===== src/rtl/updn_pkg.sv =====
package updn_pkg;

    // Action selected for the count register in one clock cycle.
    typedef enum logic [2:0] {
        ACT_HOLD  = 3'd0,
        ACT_INC   = 3'd1,
        ACT_DEC   = 3'd2,
        ACT_LOAD  = 3'd3,
        ACT_CLEAR = 3'd4
    } updn_act_e;

    localparam int NUM_PULSE_CH = 2;
    localparam int CH_UP        = 0;
    localparam int CH_DN        = 1;

endpackage


===== src/rtl/updn_edge_sync.sv =====
module updn_edge_sync #(
    parameter int STAGES = 2
) (
    input  logic clk,
    input  logic rst,
    input  logic async_i,
    output logic level_o,
    output logic rise_o
);

    typedef struct packed {
        logic [STAGES-1:0] chain;
        logic              prev;
    } sync_st_t;

    sync_st_t st_d, st_q;

    // The chain resets to the idle-high level, so a line that is already
    // high after reset never produces a false edge.
    always_comb begin
        st_d       = st_q;
        st_d.chain = {st_q.chain[STAGES-2:0], async_i};
        st_d.prev  = st_q.chain[STAGES-1];
    end

    always_ff @(posedge clk) begin
        if (rst) begin
            st_q <= '1;
        end else begin
            st_q <= st_d;
        end
    end

    assign level_o = st_q.chain[STAGES-1];
    assign rise_o  = st_q.chain[STAGES-1] & ~st_q.prev;

endmodule


===== src/rtl/updn_step_ctrl.sv =====
module updn_step_ctrl
    import updn_pkg::*;
(
    input  logic      clr_i,
    input  logic      load_n_i,
    input  logic      up_rise_i,
    input  logic      dn_rise_i,
    input  logic      up_lvl_i,
    input  logic      dn_lvl_i,
    output updn_act_e act_o
);

    logic step_up;
    logic step_dn;

    // A step needs exactly one edge while the opposite line rests high.
    assign step_up = up_rise_i & ~dn_rise_i & dn_lvl_i;
    assign step_dn = dn_rise_i & ~up_rise_i & up_lvl_i;

    always_comb begin
        if (clr_i) begin
            act_o = ACT_CLEAR;
        end else if (!load_n_i) begin
            act_o = ACT_LOAD;
        end else if (step_up) begin
            act_o = ACT_INC;
        end else if (step_dn) begin
            act_o = ACT_DEC;
        end else begin
            act_o = ACT_HOLD;
        end
    end

endmodule


===== src/rtl/updn_count_reg.sv =====
module updn_count_reg
    import updn_pkg::*;
#(
    parameter int WIDTH = 4
) (
    input  logic             clk,
    input  logic             rst,
    input  updn_act_e        act_i,
    input  logic [WIDTH-1:0] data_i,
    output logic [WIDTH-1:0] count_o
);

    localparam logic [WIDTH-1:0] ONE = WIDTH'(1);

    typedef struct packed {
        logic [WIDTH-1:0] cnt;
    } cnt_st_t;

    cnt_st_t st_d, st_q;

    always_comb begin
        st_d = st_q;
        unique case (act_i)
            ACT_CLEAR: st_d.cnt = '0;
            ACT_LOAD:  st_d.cnt = data_i;
            ACT_INC:   st_d.cnt = st_q.cnt + ONE;
            ACT_DEC:   st_d.cnt = st_q.cnt - ONE;
            default:   st_d.cnt = st_q.cnt;
        endcase
    end

    always_ff @(posedge clk) begin
        if (rst) begin
            st_q <= '0;
        end else begin
            st_q <= st_d;
        end
    end

    assign count_o = st_q.cnt;

endmodule


===== src/rtl/updn_flag_gen.sv =====
module updn_flag_gen #(
    parameter int WIDTH = 4
) (
    input  logic [WIDTH-1:0] count_i,
    input  logic             up_lvl_i,
    input  logic             dn_lvl_i,
    output logic             borrow_n_o,
    output logic             carry_n_o
);

    localparam logic [WIDTH-1:0] CNT_MAX = '1;

    logic at_zero;
    logic at_max;

    assign at_zero    = (count_i == '0);
    assign at_max     = (count_i == CNT_MAX);
    assign borrow_n_o = ~(at_zero & ~dn_lvl_i);
    assign carry_n_o  = ~(at_max & ~up_lvl_i);

endmodule


===== src/rtl/updn_pulse_counter.sv =====
module updn_pulse_counter
    import updn_pkg::*;
#(
    parameter int WIDTH       = 4,
    parameter int SYNC_STAGES = 2
) (
    input  logic             clk,
    input  logic             rst,
    input  logic             cnt_up_i,
    input  logic             cnt_dn_i,
    input  logic             clr_i,
    input  logic             load_n_i,
    input  logic [WIDTH-1:0] data_i,
    output logic [WIDTH-1:0] count_o,
    output logic             borrow_n_o,
    output logic             carry_n_o
);

    logic [NUM_PULSE_CH-1:0] pulse_raw;
    logic [NUM_PULSE_CH-1:0] pulse_lvl;
    logic [NUM_PULSE_CH-1:0] pulse_rise;
    updn_act_e               act;

    assign pulse_raw[CH_UP] = cnt_up_i;
    assign pulse_raw[CH_DN] = cnt_dn_i;

    for (genvar ch = 0; ch < NUM_PULSE_CH; ch++) begin : g_sync
        updn_edge_sync #(
            .STAGES (SYNC_STAGES)
        ) sync_i (
            .clk     (clk),
            .rst     (rst),
            .async_i (pulse_raw[ch]),
            .level_o (pulse_lvl[ch]),
            .rise_o  (pulse_rise[ch])
        );
    end

    updn_step_ctrl ctrl_i (
        .clr_i     (clr_i),
        .load_n_i  (load_n_i),
        .up_rise_i (pulse_rise[CH_UP]),
        .dn_rise_i (pulse_rise[CH_DN]),
        .up_lvl_i  (pulse_lvl[CH_UP]),
        .dn_lvl_i  (pulse_lvl[CH_DN]),
        .act_o     (act)
    );

    updn_count_reg #(
        .WIDTH (WIDTH)
    ) cnt_i (
        .clk     (clk),
        .rst     (rst),
        .act_i   (act),
        .data_i  (data_i),
        .count_o (count_o)
    );

    updn_flag_gen #(
        .WIDTH (WIDTH)
    ) flag_i (
        .count_i    (count_o),
        .up_lvl_i   (pulse_lvl[CH_UP]),
        .dn_lvl_i   (pulse_lvl[CH_DN]),
        .borrow_n_o (borrow_n_o),
        .carry_n_o  (carry_n_o)
    );

endmodule


===== config.mk =====
export PLATFORM = sky130hd
export DESIGN_NAME = updn_pulse_counter
export DESIGN_NICKNAME = d
export VERILOG_FILES = /design/src/rtl/updn_pkg.sv /design/src/rtl/updn_edge_sync.sv /design/src/rtl/updn_step_ctrl.sv /design/src/rtl/updn_count_reg.sv /design/src/rtl/updn_flag_gen.sv /design/src/rtl/updn_pulse_counter.sv
export SDC_FILE = /design/constraint.sdc
export NUM_CORES = 1
export LEC_CHECK = 0
export CAP_MARGIN = 10
export CORE_AREA = 4 4 41 43
export DETAILED_ROUTE_END_ITERATION = 7
export DIE_AREA = 0 0 45 47
export DONT_BUFFER_PORTS = 1
export PLACE_DENSITY = 0.58
export SLEW_MARGIN = 25
export SYNTH_ARGS = -nofsm -noshare
export SYNTH_HDL_FRONTEND = slang
export SYNTH_SLANG_ARGS = --single-unit

===== constraint.sdc =====
create_clock -name clk -period 2.5 [get_ports clk]
set_input_delay 0.375 -clock clk [delete_from_list [all_inputs] [get_ports clk]]
set_output_delay 0.375 -clock clk [all_outputs]
set_load 0.05 [all_outputs]

==> flow_summary.json <==
{
  "status": "complete, no violations",
  "grt_pass1_vias": 377,
  "ys_ff_latch": 10,
  "drtIter0Drc": 4,
  "fillCellCount": 143,
  "regToRegSetupSlack_ns": 0.42,
  "whs_path_depth": 1,
  "cts_made_buffers": 3,
  "clkTransAtPathRegs_ns": 0.07,
  "hold_slack_ns": 0.173,
  "cts_setup_buffers": 0,
  "rsz0062_at_grt": "no",
  "io_buffers": 0,
  "syn_area_um2": 542,
  "synthesis.instances": 55,
  "drt_pass1_iterations": 2,
  "syn2layout_area_growth_pct": 12.9,
  "path_class": "register to register",
  "finalClockSkew_ns": 0.00169,
  "initial_core_util_pct": 41.6,
  "rr_endpoint": "cnt_i.count_o[3]$_SDFFE_PP0P_",
  "routed_wl_um": 988,
  "synth_top_area_cell": "dfxtp_1",
  "gp_congestion": 0.757,
  "netlist.area_leader.share_pct": 37.0,
  "dieWidth_um": 45,
  "fin_area_um2": 612,
  "synth_fp_nets": 68,
  "syn_avg_cell_area_um2": 9.85,
  "drc": 0,
  "core-area_mm2": 0.00130,
  "maxSlewViolCount": 0,
  "synthTopCellsByArea": "dfxtp_1 37%, or2_2 8.1%, ha_1 4.6%",
  "max_cap_violations": 0,
  "overflow": 0,
  "fin_nets": 75,
  "arrival_ns": 2.24,
  "yosys_warnings": 0,
  "clkLatencyLatePin_ns": 0.26,
  "path_max_fanout": 4,
  "diodes": 0,
  "die_area_mm2": 0.00212,
  "required_ns": 2.66,
  "grtUsageTotal_pct": 11.5,
  "synth_ff_type": "dfxtp_1",
  "fmax_ghz": 0.482,
  "clockRootBuffer": "clkbuf_4",
  "power_density_mw_per_mm2": 576,
  "dp_hpwl_um": 791,
  "p_leak_nw": 0.265,
  "async_flop_share_pct": 0,
  "finalHoldViolations": 0,
  "cp-end-kind": "register",
  "ctsHoldBuffers": 0,
  "fin_crit_sh_pct": 83.1,
  "die_h_um": 47,
  "drive_gt1_share_pct": 29.5,
  "regArea_um2": 200,
  "grt_start_max_net_pins": 11,
  "dpl_cell_area_um2": 576,
  "post_cts_resized": 0,
  "reg2reg_from": "g_sync[0].sync_i.level_o$_SDFF_PP1_",
  "worstRegToRegCells": 7,
  "hold_path.class": "input port to register",
  "antenna_found_initial": 0,
  "multi_input_comb_area_um2": 319,
  "synth_cell_types": 26,
  "clock-sinks": 10,
  "final_util_pct": 47.0,
  "cts_tree": "yes",
  "vias": 395,
  "clockBufferDepth": 2,
  "fin_tns_setup_ns": 0,
  "max_slew_margin_pct": 69.3,
  "ir_drop_uv": 327,
  "htreeDepth": 1,
  "grt_pass1_wl_mm": 1.66,
  "ys_seq_area_share_pct": 37.0,
  "viasPerCell": 5.20,
  "drtAntennaViolNets": 0,
  "routedWlPerCell_um": 13.0,
  "worst_pin_slew_ns": 0.459,
  "fp-row-count": 13,
  "synth-edff-count": 0,
  "holdPathEnd": "cnt_i.count_o[2]$_SDFFE_PP0P_",
  "fin_crit_ns": 2.08,
  "hp-start": "rst",
  "setup_viol_count_final": 0,
  "startpoint_type": "register",
  "ioPinCount": 16
}
## routing by layer
metal  part of all wire [%]  wire (um)  up-vias  track usage [%]
met5                      0          0        -                0
met3                    6.4         63        4             3.07
met4                    2.9         29        0             12.3
met1                     45        441      177             13.0
met2                     46        454       10             16.9
li1                       -          -      204                -
## how the worst max path moves through the flow
stage,depth (start not counted),slack [ns],from,to
final,7,0.42,g_sync[0].sync_i.level_o$_SDFF_PP1_,cnt_i.count_o[3]$_SDFFE_PP0P_
after global routing,7,0.29,g_sync[0].sync_i.level_o$_SDFF_PP1_,cnt_i.count_o[3]$_SDFFE_PP0P_
after CTS,7,0.38,g_sync[0].sync_i.level_o$_SDFF_PP1_,cnt_i.count_o[3]$_SDFFE_PP0P_
after detailed placement,7,0.36,clr_i,cnt_i.count_o[3]$_SDFFE_PP0P_
after global placement,7,0.37,clr_i,cnt_i.count_o[3]$_SDFFE_PP0P_
after floorplan,8,0.48,load_n_i,cnt_i.count_o[3]$_SDFFE_PP0P_
## cell type report
cell class | count | share of cell area (%)
Tap cell | 15 | 3.07
Timing Repair Buffer | 4 | 4.91
Clock buffer | 4 | 5.93
Sequential cell | 10 | 32.7
Multi-Input combinational cell | 41 | 52.1
Inverter | 2 | 1.23
## stage by stage
stage               instances  setup slack, ns  total power [mW]
global placement           72            0.368             0.211
CTS                        76            0.385             0.359
finish                     76            0.423             0.352
global route               76            0.289             0.372
detailed placement         72            0.363             0.211
floorplan                  55            0.477             0.209
## synthesized netlist by cell type (all sizes together), types with 2 or more instances
cell / n
dfxtp: 10
a31oi: 2
nand2: 6
inv: 2
nor3: 2
ha: 2
nor3b: 2
nand4b: 3
nor2: 5
or2: 8
## state kept, by name, summed over array words and instances (netlist names)
signal	count
cnt_i.count_o	4
g_sync.sync_i.st_d	2
g_sync.sync_i.st_q	2
g_sync.sync_i.level_o	2
## placed cells by master, fill, tap and decap left out, drive strengths merged
cell type  Yosys  layout
a21o           1       1
a21oi          1       1
a31oi          2       2
a32o           1       1
buf            1       4
clkbuf         1       4
dfxtp         10      10
fa             1       1
ha             2       2
inv            2       2
nand2          6       6
nand4          1       1
nand4b         3       3
nor2           5       5
nor3           2       2
nor3b          2       2
o22ai          1       1
o31a           1       1
or2            8       8
or3b           1       1
xnor2          1       1
xnor3          1       1
xor2           1       1
## critical path: stages (launching register included)
cell and delay [ns]:
dfxtp_1 0.39, nand4b_4 0.14, nor3b_4 0.31, ha_1 0.29, a21o_1 0.18, a21oi_1 0.18
xnor3_1 0.23, a32o_1 0.26
## cell families after synthesis
logic type	after synthesis	share of synthesized area (%)
and+or+nand+nor	28	34.0
DFF	10	37.0
AOI/OAI and AO/OA	7	9.24
buffers and inverters	4	4.16
xor gates and xnor gates	3	7.39
adders and majority gates	3	8.31
## where the power goes
part / total [mW] / switching (mW) / internal (mW) / leakage, nW
Sequential: 0.170 / 0.00468 / 0.165 / 0.0822
Clock: 0.145 / 0.0564 / 0.0885 / 0.0210
Combinational: 0.0371 / 0.0208 / 0.0164 / 0.162
No activity file was read; power rests on OpenSTA's default activity.
